[config.mk]
export PLATFORM = sky130hd
export DESIGN_NAME = lcd_script_seq
export DESIGN_NICKNAME = d
export VERILOG_FILES = /design/src/rtl/lcd_seq_pkg.sv /design/src/rtl/lcd_script_rom.sv /design/src/rtl/lcd_wait_timer.sv /design/src/rtl/lcd_script_seq.sv
export SDC_FILE = /design/constraint.sdc
export NUM_CORES = 1
export LEC_CHECK = 0
export ABC_AREA = 1
export BUFFER_PORTS_ARGS = -buffer_cell sky130_fd_sc_hd__buf_2
export CAP_MARGIN = 5
export CELL_PAD_IN_SITES_DETAIL_PLACEMENT = 1
export CELL_PAD_IN_SITES_GLOBAL_PLACEMENT = 1
export CORE_UTILIZATION = 44
export CTS_CLUSTER_DIAMETER = 50
export DETAILED_ROUTE_END_ITERATION = 10
export GPL_TIMING_DRIVEN = 0
export MAX_ROUTING_LAYER = met4
export PLACE_DENSITY = 0.76
export SYNTH_ARGS = -nofsm -noshare
export SYNTH_HDL_FRONTEND = slang
export SYNTH_SLANG_ARGS = --single-unit
[constraint.sdc]
create_clock -name clk -period 1.9 [get_ports clk]
set_input_delay 0.38 -clock clk [delete_from_list [all_inputs] [get_ports clk]]
set_output_delay 0.38 -clock clk [all_outputs]
set_load 0.005 [all_outputs]
[src/rtl/lcd_seq_pkg.sv]
package lcd_seq_pkg;

   localparam int SCRIPT_LEN = 9;

   typedef struct packed {
      logic       is_data;
      logic [7:0] code;
   } lcd_entry_t;

   typedef enum logic [2:0] {
      ST_IDLE,
      ST_PWR_WAIT,
      ST_OFFER,
      ST_GAP,
      ST_DONE
   } seq_state_t;

   // Script contents: startup commands, cursor address, then the word.
   function automatic lcd_entry_t script_entry(input int idx, input logic [7:0] addr_cmd);
      lcd_entry_t e;
      case (idx)
         0:       e = '{is_data: 1'b0, code: 8'h38};
         1:       e = '{is_data: 1'b0, code: 8'h0E};
         2:       e = '{is_data: 1'b0, code: 8'h01};
         3:       e = '{is_data: 1'b0, code: 8'h06};
         4:       e = '{is_data: 1'b0, code: addr_cmd};
         5:       e = '{is_data: 1'b1, code: 8'h46};
         6:       e = '{is_data: 1'b1, code: 8'h69};
         7:       e = '{is_data: 1'b1, code: 8'h6E};
         default: e = '{is_data: 1'b1, code: 8'h65};
      endcase
      return e;
   endfunction

endpackage

[src/rtl/lcd_script_rom.sv]
module lcd_script_rom
   import lcd_seq_pkg::*;
#(
   parameter int ROW   = 0,
   parameter int COL   = 4,
   parameter int IDX_W = 4
) (
   input  logic [IDX_W-1:0] idx_i,
   output lcd_entry_t       entry_o
);

   localparam int         LINE_OFS = 64;
   localparam logic [7:0] ADDR_CMD = 8'h80 | 8'(ROW * LINE_OFS + COL);

   if (ROW < 0 || ROW > 1) begin : g_bad_row
      $error("lcd_script_rom: ROW must be 0 or 1");
   end
   if (COL < 0 || COL > 15) begin : g_bad_col
      $error("lcd_script_rom: COL must be 0..15");
   end

   lcd_entry_t table_q [SCRIPT_LEN];

   for (genvar g = 0; g < SCRIPT_LEN; g++) begin : g_tab
      assign table_q[g] = script_entry(g, ADDR_CMD);
   end

   always_comb begin
      entry_o = table_q[SCRIPT_LEN-1];
      for (int i = 0; i < SCRIPT_LEN; i++) begin
         if (idx_i == IDX_W'(i)) entry_o = table_q[i];
      end
   end

endmodule

[src/rtl/lcd_wait_timer.sv]
module lcd_wait_timer #(
   parameter int CNT_W = 8
) (
   input  logic             clk,
   input  logic             rst_n,
   input  logic             load_i,
   input  logic [CNT_W-1:0] load_val_i,
   input  logic             run_i,
   output logic             expired_o
);

   if (CNT_W < 1) begin : g_bad_w
      $error("lcd_wait_timer: CNT_W must be positive");
   end

   logic [CNT_W-1:0] cnt_q;

   always_ff @(posedge clk or negedge rst_n) begin
      if (!rst_n) begin
         cnt_q <= '0;
      end else if (load_i) begin
         cnt_q <= load_val_i;
      end else if (run_i && cnt_q != '0) begin
         cnt_q <= cnt_q - 1'b1;
      end
   end

   assign expired_o = (cnt_q == '0);

endmodule

[src/rtl/lcd_script_seq.sv]
module lcd_script_seq
   import lcd_seq_pkg::*;
#(
   parameter int ROW          = 0,
   parameter int COL          = 4,
   parameter int ENTRY_WAIT   = 200000,
   parameter int POWERUP_WAIT = 4000000
) (
   input  logic       clk,
   input  logic       rst_n,
   input  logic       start_i,
   input  logic       mode_busy_i,
   output logic       req_valid_o,
   output logic [7:0] req_data_o,
   output logic       req_is_data_o,
   input  logic       req_ack_i,
   output logic       done_o
);

   localparam int IDX_W    = $clog2(SCRIPT_LEN);
   localparam int MAX_WAIT = (ENTRY_WAIT > POWERUP_WAIT) ? ENTRY_WAIT : POWERUP_WAIT;
   localparam int CNT_W    = $clog2(MAX_WAIT + 1);

   if (ENTRY_WAIT < 1) begin : g_bad_entry
      $error("lcd_script_seq: ENTRY_WAIT must be at least 1");
   end
   if (POWERUP_WAIT < 1) begin : g_bad_pwr
      $error("lcd_script_seq: POWERUP_WAIT must be at least 1");
   end

   seq_state_t       state_q;
   logic [IDX_W-1:0] idx_q;
   logic             mode_q;
   logic             last_entry;
   logic             tmr_load;
   logic [CNT_W-1:0] tmr_val;
   logic             tmr_run;
   logic             tmr_expired;
   lcd_entry_t       cur_entry;

   assign last_entry = (idx_q == IDX_W'(SCRIPT_LEN - 1));

   lcd_script_rom #(
      .ROW   (ROW),
      .COL   (COL),
      .IDX_W (IDX_W)
   ) u_rom (
      .idx_i   (idx_q),
      .entry_o (cur_entry)
   );

   always_comb begin
      tmr_load = 1'b0;
      tmr_val  = '0;
      if (state_q == ST_IDLE && start_i && mode_busy_i) begin
         tmr_load = 1'b1;
         tmr_val  = CNT_W'(POWERUP_WAIT - 1);
      end else if (state_q == ST_OFFER && req_ack_i && !mode_q) begin
         tmr_load = 1'b1;
         tmr_val  = CNT_W'(ENTRY_WAIT - 1);
      end
   end

   assign tmr_run = (state_q == ST_PWR_WAIT) || (state_q == ST_GAP);

   lcd_wait_timer #(
      .CNT_W (CNT_W)
   ) u_timer (
      .clk        (clk),
      .rst_n      (rst_n),
      .load_i     (tmr_load),
      .load_val_i (tmr_val),
      .run_i      (tmr_run),
      .expired_o  (tmr_expired)
   );

   always_ff @(posedge clk or negedge rst_n) begin
      if (!rst_n) begin
         state_q <= ST_IDLE;
         idx_q   <= '0;
         mode_q  <= 1'b0;
      end else begin
         case (state_q)
            ST_IDLE: begin
               if (start_i) begin
                  mode_q  <= mode_busy_i;
                  idx_q   <= '0;
                  state_q <= mode_busy_i ? ST_PWR_WAIT : ST_OFFER;
               end
            end
            ST_PWR_WAIT: begin
               if (tmr_expired) state_q <= ST_OFFER;
            end
            ST_OFFER: begin
               if (req_ack_i) begin
                  if (!mode_q)         state_q <= ST_GAP;
                  else if (last_entry) state_q <= ST_DONE;
                  else                 idx_q   <= idx_q + 1'b1;
               end
            end
            ST_GAP: begin
               if (tmr_expired) begin
                  if (last_entry) begin
                     state_q <= ST_DONE;
                  end else begin
                     idx_q   <= idx_q + 1'b1;
                     state_q <= ST_OFFER;
                  end
               end
            end
            ST_DONE: state_q <= ST_DONE;
            default: state_q <= ST_IDLE;
         endcase
      end
   end

   assign req_valid_o   = (state_q == ST_OFFER);
   assign req_data_o    = cur_entry.code;
   assign req_is_data_o = cur_entry.is_data;
   assign done_o        = (state_q == ST_DONE);

endmodule

==> results, run 1 <==
- The flow ran to the end, but the final reports show violations.
- The final reports fail on negative setup slack.
- The setup skew after layout is 5.001 ps.
- The average wire length per cell after detail routing is 15.58 um.
- The number of nets handed over by synthesis was 347.
- Measured along the y axis, the die boundary spans 74.45 um.
- For this run, asynchronously set or reset flops after synthesis account for 100.0%.
- The worst setup path is captured at a primary output.
- VDD sags by at most 0.5241 mV.
- Setup repair after global routing could not meet its margin everywhere.
- The worst register-to-register path has a setup slack of 190 ps.
- The number of antenna violations at the first check in global routing is 0.
- In this run the worst hold path is classified as input port to asynchronous set/reset pin.
- After floorplanning, the core was sized to cover 5075 um2.
- The transition time of the tightest slew-check pin is 733.6 ps.
- The post-synthesis compound-gate area fraction is 7.042%.
- The DRC violations left is 0.
- At the end of routability-driven placement, the weighted congestion stood at 0.8917.
- Summed over all layers, the global routing overflow is 0.
- 16 I/O pins were placed.
- For this design, the slowest cell found on the critical path is sky130_fd_sc_hd__dfrtp_2.
- The dominant combinational cell family by area after synthesis is simple AND/OR/NAND/NOR gates.
- The x dimension of the die is 74.45 um.
- The fraction of final layout cells with drive strength greater than 1 is 28.15%.
- The later pin in the worst-skew pair is clocked with a latency of 280 ps.
- Once detail routing completed, the nets flagged for antenna violations numbered 0.
- The via count is 2299.
- In this run the worst path has a maximum fanout of 4.
- Counting flops with a built-in enable in the synthesized netlist gives 0.
- The final number of setup-violating endpoints is 8.
- The ratio of total power to cell area is 683.9 nW/um2.
- The final hold violation count is 0.
- The analysis attributes to cell leakage a power of 0.001365 uW.
- The pin count of the biggest net entering global routing is 31.
- The capture point of the worst path is req_data_o[6].
- Headroom to the max-slew limit came out at 51.09%.
- The depth of the most critical reg-to-reg path is 9.
- After clock tree synthesis, the flow added hold-fix buffers numbering 0.
- The die covers 5543 um2.
- The number of global-route vias before repair is 2296.
- The share of synthesized cell area in full adder, half adder and majority cells is 2.709%.
- Measured against the total synthesized area, the mux share comes to 0%.
- The clock root buffer is sky130_fd_sc_hd__clkbuf_8.
- The count of buffers inserted at the top-level ports is 15.
- Of the synthesized area, sequential elements account for 32.50%.
- The delay of the slowest cell on the worst path is 480 ps.
- The reg-to-reg critical path startpoint is idx_q[0].
- The wire-length estimate of the detail-placed layout is 4801 um.
- Clock-pin slew was measured on the worst setup and hold paths at 70 ps.
- In the routed layout, each cell is associated on average with a via count of 5.190.
- The number of clock buffers added by TritonCTS is 5.
- The worst register-to-register path ends at idx_q[2].
- From synthesis to final layout, the design area changed by 22.70%.
- Among all flip-flop cells after synthesis, the most frequent one is sky130_fd_sc_hd__dfrtp_1.
- Once the floorplan was initialized, standard cells occupied 45.51% of the core.
- The initialized floorplan defines 26 standard-cell rows.
- The H-tree was split into 2 levels.
- The first TritonRoute pass finished after 4 iterations.
- The count of routing violations after the opening detailed-route iteration is 78.
- For this run, the total global-route usage over all layers was measured as 26.41%.
- The sum of routed wire length over all layers is 6903 um.
- The worst path uses 110.3% of the clock period.
- The xor and xnor area share after synthesis is 2.275%.
- For this run, the share of the core covered by cells in the final layout is 55.84%.
- Leaving out filler cells and counting taps, the final layout contains 443.
- The placed cell count is 422.
- The CTS tree is built.
- In the final design database the tool counted 382 nets.
- The tree built by TritonCTS fans out to 30 sinks.
- Across the run, the number of max-cap violations was 0.
- The synthesized flop and latch total is 30.
- The category of the most critical setup path is flop to primary output.
- In the layout the commonest cells are sky130_fd_sc_hd__nand2_1 (87), sky130_fd_sc_hd__nor2_1 (64), sky130_fd_sc_hd__inv_1 (26), sky130_fd_sc_hd__dfrtp_1 (26), sky130_fd_sc_hd__nand3_1 (22).
- Data arrives at the worst endpoint at 1710 ps.
- The Yosys step of the flow raised 0 warnings.
- Timing would allow up to 477.3 MHz.
- The library cell used most frequently in the layout, excluding fill and tap cells, is sky130_fd_sc_hd__nand2_1.
- The signal on the critical path passes through ha_2 > inv_2 > nor2_4 > nor3_4 > o211ai_1 > buf_4 > buf_6.
- The critical path launch point type is a flop.
- The post-synthesis cell area is 2310 um2.
- Counting I/O delays and the setup requirement, the final critical path takes 2095 ps.
- The total inserted antenna cells is 0.
- The first global-routing pass estimated 10540 um of wire.
- The average size of a mapped cell is 6.854 um2.
- The post-route worst setup slack is -194.9 ps.
- The number of buffers on the longest clock path is 2.
- Counting every instance in the synthesized netlist gives 337.
- STA puts the critical path data required time at 1520 ps.
- The critical path starts at idx_q[0].
- Of the total synthesized cell area, the portion taken by AND, OR, NAND and NOR gates is 46.21%.
- The number of pins exceeding their max-slew limit in the final report came to 0.
- The count of distinct cell types in the synthesized netlist is 35.
## flip-flops by register name, summed over array words and instances, names as in the netlist
register and count:
idx_q 4, mode_q 1, state_q 3, u_timer.cnt_q 22
## worst min path at each step
| stage | startpoint | to | slack [ps] |
|---|---|---|---|
| final | rst_n | mode_q | 150 |
| after global routing | rst_n | state_q[2] | 220 |
| after CTS | rst_n | mode_q | 170 |
| after detailed placement | rst_n | mode_q | 480 |
| after global placement | rst_n | mode_q | 470 |
| after floorplan | rst_n | idx_q[0] | 80 |
## kinds of logic (layout without fill, tap and decap cells)
logic type               Yosys count  after routing
flip-flops                        30             30
XOR/XNOR                           6              6
AND/OR/NAND/NOR                  222            222
AO/OA/AOI/OAI                     29             29
buffers and inverters             45             81
adder cells (fa/ha/maj)            5              5
## cells in the mapped netlist, drive strengths merged, types with 4 or more instances
library cell / count / area (um2)
dfrtp: 30 / 750.7
xor2: 5 / 43.79
ha: 5 / 62.56
nand2: 101 / 457.9
nand3b: 4 / 42.54
inv: 41 / 161.4
a21oi: 6 / 30.03
nand3: 28 / 155.2
nand4: 4 / 25.02
nor2: 74 / 319.1
o21ai: 20 / 111.4
nor3: 6 / 35.03
buf: 4 / 52.55
## report_power, final
group          switching, uW  internal (uW)  total (uW)
Sequential               144            760         903
Clock                    250            292         542
Combinational            310            183         493
Total                    704           1230        1940
## layer usage
layer	vias to the layer above	track usage, %	part of all wire, %
met2	40	48.15	53
met1	1109	29.33	42
met5	-	-	0
li1	1131	-	-
met4	0	7.966	2.3
met3	19	4.201	2.4
## cell type report
class | count | area (um2)
Fill cell | 680 | 2241
Multi-Input combinational cell | 262 | 1494
Sequential cell | 30 | 755.7
Timing Repair Buffer | 28 | 178.9
Inverter | 41 | 173.9
Tap cell | 70 | 87.58
Clock buffer | 7 | 86.33
Buffer | 4 | 52.55
Clock inverter | 1 | 5.005
## metrics by stage
stage / total power [uW] / hold slack (ps) / setup slack (ps) / setup TNS, ps / area [um2]
2_1_floorplan: 1251 / 84.41 / 92.03 / 0 / 2310
3_3_place_gp: 1373 / 470.6 / -263.8 / -462.2 / 2472
3_5_place_dp: 1400 / 484.0 / -296.7 / -541.3 / 2472
4_1_cts: 1954 / 172.9 / -178.3 / -792.6 / 2693
5_1_grt: 2077 / 222.7 / -293.4 / -1653 / 2834
6_report: 1938 / 151.0 / -194.9 / -833.9 / 2834
## repair_timing
action | CTS | global route
endpoints found under the setup margin | 9 | 22
pin swaps | 5 | 6
setup buffers | 4 | 9
gates resized for setup | 31 | 26
## worst max-delay path: cells and delay by family, from the launching register on
kind                     cells  cell delay [ps]
flip-flops                   1              480
AO/OA/AOI/OAI                1              120
buffers and inverters        3              340
AND/OR/NAND/NOR              2              250
adder cells (fa/ha/maj)      1              240
No activity file was read; power rests on OpenSTA's default activity.
==> run 2: changes to the inputs <==
- CORE_UTILIZATION: 44 -> 47
- PLACE_DENSITY: 0.76 -> 0.89
- clock period: 1.9 -> 2.5 ns (I/O delays scaled with it)
==> run 2 against run 1 <==
Against the previous run:
- the run now ends clean
- register-to-register slack better by 490 ps
- clock power down 25%
- first-iteration DRC count increased by 26%
- die area fell by 6.2%
==> results, run 2 (same netlist as run 1, synthesis figures left out) <==
- The run finished with clean final reports.
- The critical path capture point type is a primary output.
- The number of flip-flops in the largest register is 22 (unchanged).
- The aggregate global-route resource usage is 28.64% (+2.2 points).
- The setup skew after layout was 5.428 ps (+0.4272 ps).
- The total placed instance area was 2469 um2 (-0.15%).
- The average wire length per cell after detail routing is 15.26 um (-2.1%).
- The data arrival time at the worst-slack endpoint is 1830 ps (+120 ps).
- The CTS tree is built.
- The iteration count of the initial detailed-routing pass was 4 (unchanged).
- The static leakage power was 0.001281 uW (-6.1%).
- The area taken by multi-input logic gates is 1360 um2 (-9.0%).
- The largest registers in the layout are u_timer.cnt_q: 22 flops, idx_q: 4 flops, state_q: 3 flops.
- The worst setup slack for register-to-register paths came to 680 ps (+490 ps).
- The total number of placement rows is 25 (-3.8%).
- The worst register-to-register path ends at u_timer.cnt_q[17].
- The number of vias per cell after detailed routing is 5.180 (-0.19%).
- The count of nets after finishing is 370 (-3.1%).
- The total net switching power is 538.9 uW (-23%).
- The number of pins exceeding their max-slew limit in the final report is 0 (unchanged).
- The class of the tightest hold or removal check is input port to asynchronous set/reset pin.
- The number of CTS-inserted buffers is 5 (unchanged).
- Traced cell by cell, the critical path runs through buf_4 > ha_1 > inv_2 > nor2_2 > nor3_2 > o211ai_1 > buf_4 > buf_2.
- The max-slew headroom at the worst pin is 51.89% (+0.80 points).
- The count of buffers inserted at the top-level ports was 15 (unchanged).
- The final number of setup-violating endpoints was 0 (-8).
- The number of violations of the max-capacitance limit is 0 (unchanged).
- The part of the power in the clock network is 27.7% (-0.3 points).
- The total internal power is 936.9 uW (-24%).
- The number of global-route vias before repair is 2336 (+1.7%).
- The number of antenna violations at the first check in global routing is 0 (unchanged).
- The sequential cell area in the final layout is 752.0 um2 (-0.50%).
- The category of cells accounting for the largest share of critical-path delay is buffers and inverters.
- Counting stages on the worst path, the most repeated cell is sky130_fd_sc_hd__buf_4.
- The maximum achievable frequency is 428.6 MHz.
- u_timer.cnt_q holds more flip-flops than any other register.
- The CTS H-tree depth is 2 (unchanged).
- Setup repair after global routing left no endpoint under its margin.
- The ratio of total power to cell area is 571.2 nW/um2 (-16%).
- The transition time of the tightest slew-check pin is 721.7 ps (-11.94 ps).
- The post-CTS clock slew at the launch and capture registers of the worst setup and hold paths is 70 ps (about the same).
- The critical path launch point type is a flop.
- The overall die area is 5198 um2 (-6.2%).
- The sequential group share of total power is 46.8% (+0.2 points).
- The floorplan die height is 72.10 um (-3.2%).
- The filler cell count is 645 (-5.1%).
- The total inserted antenna cells is 0 (unchanged).
- The residual overflow from global routing came to 0 (unchanged).
- For this design, the slowest cell found on the critical path is sky130_fd_sc_hd__dfrtp_1.
- The cell area after layout is 2584 um2 (-8.8%).
- The final core area utilization is 54.70% (-1.1 points).
- The via count is 2217 (-3.6%).
- The final critical path time including I/O delays and setup is 2333 ps.
- The reg-to-reg critical path startpoint is u_timer.cnt_q[0].
- The fraction of final layout cells with drive strength greater than 1 came to 17.45% (-11 points).
- The number of ports placed on the die boundary is 16 (unchanged).
- The number of nets with antenna violations after detailed routing is 0 (unchanged).
- The final hold violation count is 0 (unchanged).
- The final clock period utilization by the worst path is 93.34%.
- The starting density of the core came to 48.90% (+3.4 points).
- The peak supply drop is 0.3324 mV (-37%).
- The delay of the slowest cell on the worst path is 420 ps (-60 ps).
- The switching power share of the total is 36.51% (+0.21 points).
- The global placer's final weighted congestion came to 0.8526 (-4.4%).
- The number of buffers on the longest clock path is 2 (unchanged).
- The x dimension of the die is 72.10 um (-3.2%).
- The TritonCTS sink count came to 30 (unchanged).
- The first-pass GRT wire length came to 11210 um (+6.4%).
- The synthesis-to-layout area growth is 11.86%.
- The count of routing violations after the opening detailed-route iteration came to 98 (+26%).
- Leaving out fill and tap cells, the most frequent cell in the layout is sky130_fd_sc_hd__nand2_1.
- The DRC violations left is 0 (unchanged).
- The total negative setup slack is 0 ps (+833.9 ps).
- CTS placed an instance of sky130_fd_sc_hd__clkbuf_8 at the clock tree root.
- The highest fanout seen on the critical path is 5 (+1).
- The worst path buffer plus inverter count is 4 (+1).
- The latest clock arrival within the worst-skew pair is 280 ps (about the same).
- The pin count of the biggest net entering global routing is 31 (unchanged).
- The share of power burned in combinational logic came to 25.6% (+0.2 points).
- The category of the most critical setup path is flop to primary output.
- The number of hold-repair buffers added at the cts stage is 0 (unchanged).
- The sum of routed wire length over all layers came to 6530 um (-5.4%).
- The depth of the most critical reg-to-reg path is 11 (+2).
- The worst path required time is 2000 ps (+480 ps).
- The top cell types in the final layout, fill and taps aside, are sky130_fd_sc_hd__nand2_1 (90), sky130_fd_sc_hd__nor2_1 (67), sky130_fd_sc_hd__inv_1 (36).
- The post-DP HPWL was 4968 um (+3.5%).
- The floorplan core area was 4723 um2 (-6.9%).
[run 2: cell types whose count changed in the layout (fill, tap and decap cells not counted), sizes merged]
cell,delta
buf,-12
[run 2: power groups by stage]
| stage | clock network, uW | registers (uW) | logic (uW) |
|---|---|---|---|
| after floorplan | 0 | 658 | 293 |
| final | 408 | 690 | 377 |
| after CTS | 424 | 687 | 379 |
| after global placement | 0 | 686 | 348 |
| after detailed placement | 0 | 690 | 375 |
| after global routing | 446 | 703 | 436 |
[run 2: layout make-up]
class                           count  area share, %
Multi-Input combinational cell    262          52.64
Sequential cell                    30          29.10
Inverter                           41          6.247
Clock buffer                        7          3.341
Tap cell                           67          3.245
Timing Repair Buffer               16          3.196
Buffer                              4          2.034
Clock inverter                      1         0.1937
[run 2: worst max-delay path by stage]
stage	from	endpoint	slack, ps	depth (start not counted)
after global routing	idx_q[0]	req_data_o[6]	10	8
after floorplan	idx_q[0]	req_data_o[6]	570	7
after detailed placement	idx_q[0]	req_data_o[6]	220	8
after global placement	idx_q[0]	req_data_o[6]	280	8
after CTS	idx_q[1]	req_data_o[6]	30	8
final	idx_q[1]	req_data_o[6]	170	8
[run 2: metrics by stage]
| step | hold slack, ps | cells | worst slack, ps | power [uW] |
|---|---|---|---|---|
| floorplan | 204.4 | 337 | 572.0 | 950.8 |
| global placement | 492.4 | 419 | 283.4 | 1035 |
| detailed placement | 508.2 | 419 | 221.5 | 1066 |
| CTS | 290.2 | 427 | 30.38 | 1490 |
| global route | 322.5 | 428 | 13.50 | 1585 |
| finish | 269.5 | 428 | 166.6 | 1476 |
[run 2: per-layer routing]
metal	share of wire, %	GRT usage, %	wire length [um]
met5	0	-	0
met4	1.2	7.190	79
met3	3.3	4.167	214
met2	49	47.87	3230
met1	46	36.45	3006
[run 2: repair_timing]
action | in CTS | in global routing
pin swaps | 0 | 2
buffers inserted | 0 | 1
endpoints found under the setup margin | 1 | 3
resized for setup | 2 | 5
endpoints found under the hold margin | 0 | 0
==> run 3: changes to the inputs <==
--- a/config.mk
+++ b/config.mk
@@ -11,10 +11,11 @@
 export CELL_PAD_IN_SITES_DETAIL_PLACEMENT = 1
 export CELL_PAD_IN_SITES_GLOBAL_PLACEMENT = 1
-export CORE_UTILIZATION = 47
+export CORE_UTILIZATION = 39
 export CTS_CLUSTER_DIAMETER = 50
 export DETAILED_ROUTE_END_ITERATION = 10
 export GPL_TIMING_DRIVEN = 0
 export MAX_ROUTING_LAYER = met4
-export PLACE_DENSITY = 0.89
+export PLACE_DENSITY = 0.79
+export RECOVER_POWER = 100
 export SYNTH_ARGS = -nofsm -noshare
 export SYNTH_HDL_FRONTEND = slang
==> constraint.sdc (replaced) <==
create_clock -name clk -period 2 [get_ports clk]
set_input_delay 0.4 -clock clk [delete_from_list [all_inputs] [get_ports clk]]
set_output_delay 0.4 -clock clk [all_outputs]
set_load 0.02 [all_outputs]
==> run 3 against run 2 <==
Against the previous run:
- the run now ends with negative setup slack left
- largest cell class unchanged
- power is 23% higher
- setup slack got worse by 370 ps
- highest routed layer unchanged
- critical path type unchanged
- clock power increased by 23%
- final area is 6.3% higher
- sequential power grew 24%
- first-iteration DRC count up 26%
- critical path depth down 1
- wire length grew 7.1%
- final cell count is 2.8% higher
==> results, run 3 (same netlist as run 1, synthesis figures left out) <==
- The total inserted antenna cells was 0 (unchanged).
- The data arrival time at the worst-slack endpoint is 1800 ps (-30 ps).
- The flow ran to the end, but the final reports show violations.
- The post-DP HPWL is 4688 um (-5.6%).
- The total negative setup slack is -1076 ps (-1076 ps).
- The global placer's final weighted congestion is 0.8496 (-0.35%).
- The class of the tightest hold or removal check is input port to asynchronous set/reset pin.
- The number of violations of the max-capacitance limit is 0 (unchanged).
- The final number of setup-violating endpoints came to 10 (+10).
- The iteration count of the initial detailed-routing pass is 4 (unchanged).
- The static leakage power was 0.001324 uW (+3.3%).
- The number of ports placed on the die boundary is 16 (unchanged).
- The CTS H-tree depth is 2 (unchanged).
- The final core area utilization is 49.00% (-5.7 points).
- The fraction of final layout cells with drive strength greater than 1 is 23.91% (+6.5 points).
- The highest fanout seen on the critical path was 5 (unchanged).
- In the layout the commonest cells are sky130_fd_sc_hd__nand2_1 (91), sky130_fd_sc_hd__nor2_1 (65), sky130_fd_sc_hd__inv_1 (29).
- The DRC violations left came to 0 (unchanged).
- The aggregate global-route resource usage is 23.86% (-4.8 points).
- The reg-to-reg critical path startpoint is u_timer.cnt_q[0].
- The post-CTS clock slew at the launch and capture registers of the worst setup and hold paths came to 70 ps (about the same).
- The via count came to 2309 (+4.1%).
- The worst setup path is captured at a primary output.
- Grouping stages by cell kind, the critical path spends the most delay in flip-flops.
- The starting density of the core is 41.19% (-7.7 points).
- The TritonCTS sink count is 30 (unchanged).
- The number of hold-repair buffers added at the cts stage is 0 (unchanged).
- The count of nets after finishing is 379 (+2.4%).
- The max-slew headroom at the worst pin is 43.85% (-8.0 points).
- The number of gates on the worst path with buffers counted is 7 (-1).
- The pin count of the biggest net entering global routing came to 31 (unchanged).
- The worst-path cell with the longest stage delay is sky130_fd_sc_hd__dfrtp_2.
- The largest registers in the layout are u_timer.cnt_q: 22 flops, idx_q: 4 flops, state_q: 3 flops.
- The transition time of the tightest slew-check pin was 842.3 ps (+120.6 ps).
- The number of pins exceeding their max-slew limit in the final report is 0 (unchanged).
- The overall die area was 6234 um2 (+20%).
- The number of vias per cell after detailed routing came to 5.248 (+1.3%).
- The x dimension of the die was 78.96 um (+9.5%).
- The maximum achievable frequency is 454.2 MHz.
- The delay of the slowest cell on the worst path is 470 ps (+50 ps).
- The pre-CTS setup slack came to -90.94 ps (-312.5 ps).
- The floorplan core area is 5608 um2 (+19%).
- The floorplan die height is 78.96 um (+9.5%).
- The average wire length per cell after detail routing is 15.90 um (+4.2%).
- The worst flop-to-flop path endpoint is u_timer.cnt_q[17].
- The number of CTS-inserted buffers is 5 (unchanged).
- The number of global-route vias before repair was 2366 (+1.3%).
- The total number of placement rows is 27 (+8.0%).
- The final hold violation count came to 0 (unchanged).
- In this run the worst setup path begins at idx_q[0].
- The worst setup slack for register-to-register paths came to -10 ps (-690 ps).
- Setup repair after global routing could not meet its margin everywhere.
- The capture point of the worst path is req_data_o[6].
- The critical path launch point type is a flop.
- The commonest non-fill, non-tap cell in the layout is sky130_fd_sc_hd__nand2_1.
- The ratio of total power to cell area was 659.6 nW/um2 (+15%).
- The peak supply drop is 0.3811 mV (+15%).
- The largest register by flop count is u_timer.cnt_q.
- The signal on the critical path passes through ha_2 > inv_1 > nor2_4 > nor3_4 > o211ai_1 > buf_4 > buf_6.
- The worst path required time came to 1600 ps (-400 ps).
- The first-pass GRT wire length is 11130 um (-0.74%).
- The number of antenna violations at the first check in global routing came to 0 (unchanged).
- The count of buffers inserted at the top-level ports was 15 (unchanged).
- The number of flip-flops in the largest register is 22 (unchanged).
- The latest clock arrival within the worst-skew pair is 290 ps (about the same).
- The number of nets with antenna violations after detailed routing is 0 (unchanged).
- The setup skew after layout is 5.998 ps (+0.5693 ps).
- The final clock period utilization by the worst path is 110.1%.
- The final critical path time including I/O delays and setup is 2202 ps.
- The residual overflow from global routing is 0 (unchanged).
- The post-route worst setup slack is -201.7 ps (-368.4 ps).
- The depth of the most critical reg-to-reg path is 11 (unchanged).
- The count of routing violations after the opening detailed-route iteration is 123 (+26%).
- The final reports fail on negative setup slack.
- The worst path buffer plus inverter count is 3 (-1).
- From synthesis to final layout, the design area changed by 18.96%.
- The number of buffers on the longest clock path is 2 (unchanged).
- The sum of routed wire length over all layers was 6995 um (+7.1%).
- The root buffer cell chosen for the clock tree is sky130_fd_sc_hd__clkbuf_8.
- TritonCTS built the clock tree.
- The setup path with the least slack is of type flop to primary output.
==> run 3: changes by cell type in the layout (fill, tap and decap cells not counted), moves of 4 or more <==
cell,delta
sky130_fd_sc_hd__buf_2,-6
sky130_fd_sc_hd__buf_4,+11
sky130_fd_sc_hd__ha_1,-4
sky130_fd_sc_hd__inv_1,-7
sky130_fd_sc_hd__inv_4,+4
sky130_fd_sc_hd__nor2_4,+4
==> run 3: through the flow <==
step                      power (uW)  instance area [um2]  std cells  hold slack, ps
final                           1812                 2748        440           208.2
after global placement          1293                 2480        424           494.3
after floorplan                 1189                 2315        337           104.4
after CTS                       1832                 2663        435           200.7
after detailed placement        1324                 2480        424           504.8
after global routing            1958                 2748        440           271.1
==> run 3: layer usage <==
layer / part of all wire [%] / GRT usage (%)
met1: 47 / 30.59
met2: 49 / 38.52
met3: 2.0 / 3.678
met4: 2.0 / 8.000
met5: 0 / -
==> run 3: repair_timing <==
action                     4_1_cts  5_1_grt
setup endpoints to repair        9        9
gates resized for setup         24       24
cloned                           0        0
setup buffers                    5        5
pin swaps                        3        6
==> run 3: layout make-up <==
type,instances,area (um2)
Buffer,4,45.04
Sequential cell,30,755.7
Multi-Input combinational cell,262,1444
Timing Repair Buffer,25,158.9
Fill cell,747,2860
Clock buffer,6,82.58
Tap cell,72,90.09
Inverter,41,171.4
==> run 3: how the worst min path moves through the flow <==
| stage | end | depth (start not counted) | slack, ps | startpoint |
|---|---|---|---|---|
| after floorplan | idx_q[0] | 0 | 100 | rst_n |
| after global placement | state_q[1] | 1 | 490 | rst_n |
| after detailed placement | state_q[2] | 1 | 500 | rst_n |
| after CTS | mode_q | 1 | 200 | rst_n |
| after global routing | idx_q[1] | 1 | 270 | rst_n |
| final | state_q[2] | 1 | 210 | rst_n |
==> run 3: where the power goes <==
group,internal [uW],total (uW),switching (uW)
sequential,722,857,135
combinational,171,455,285
clock,265,500,235
total,1160,1810,655
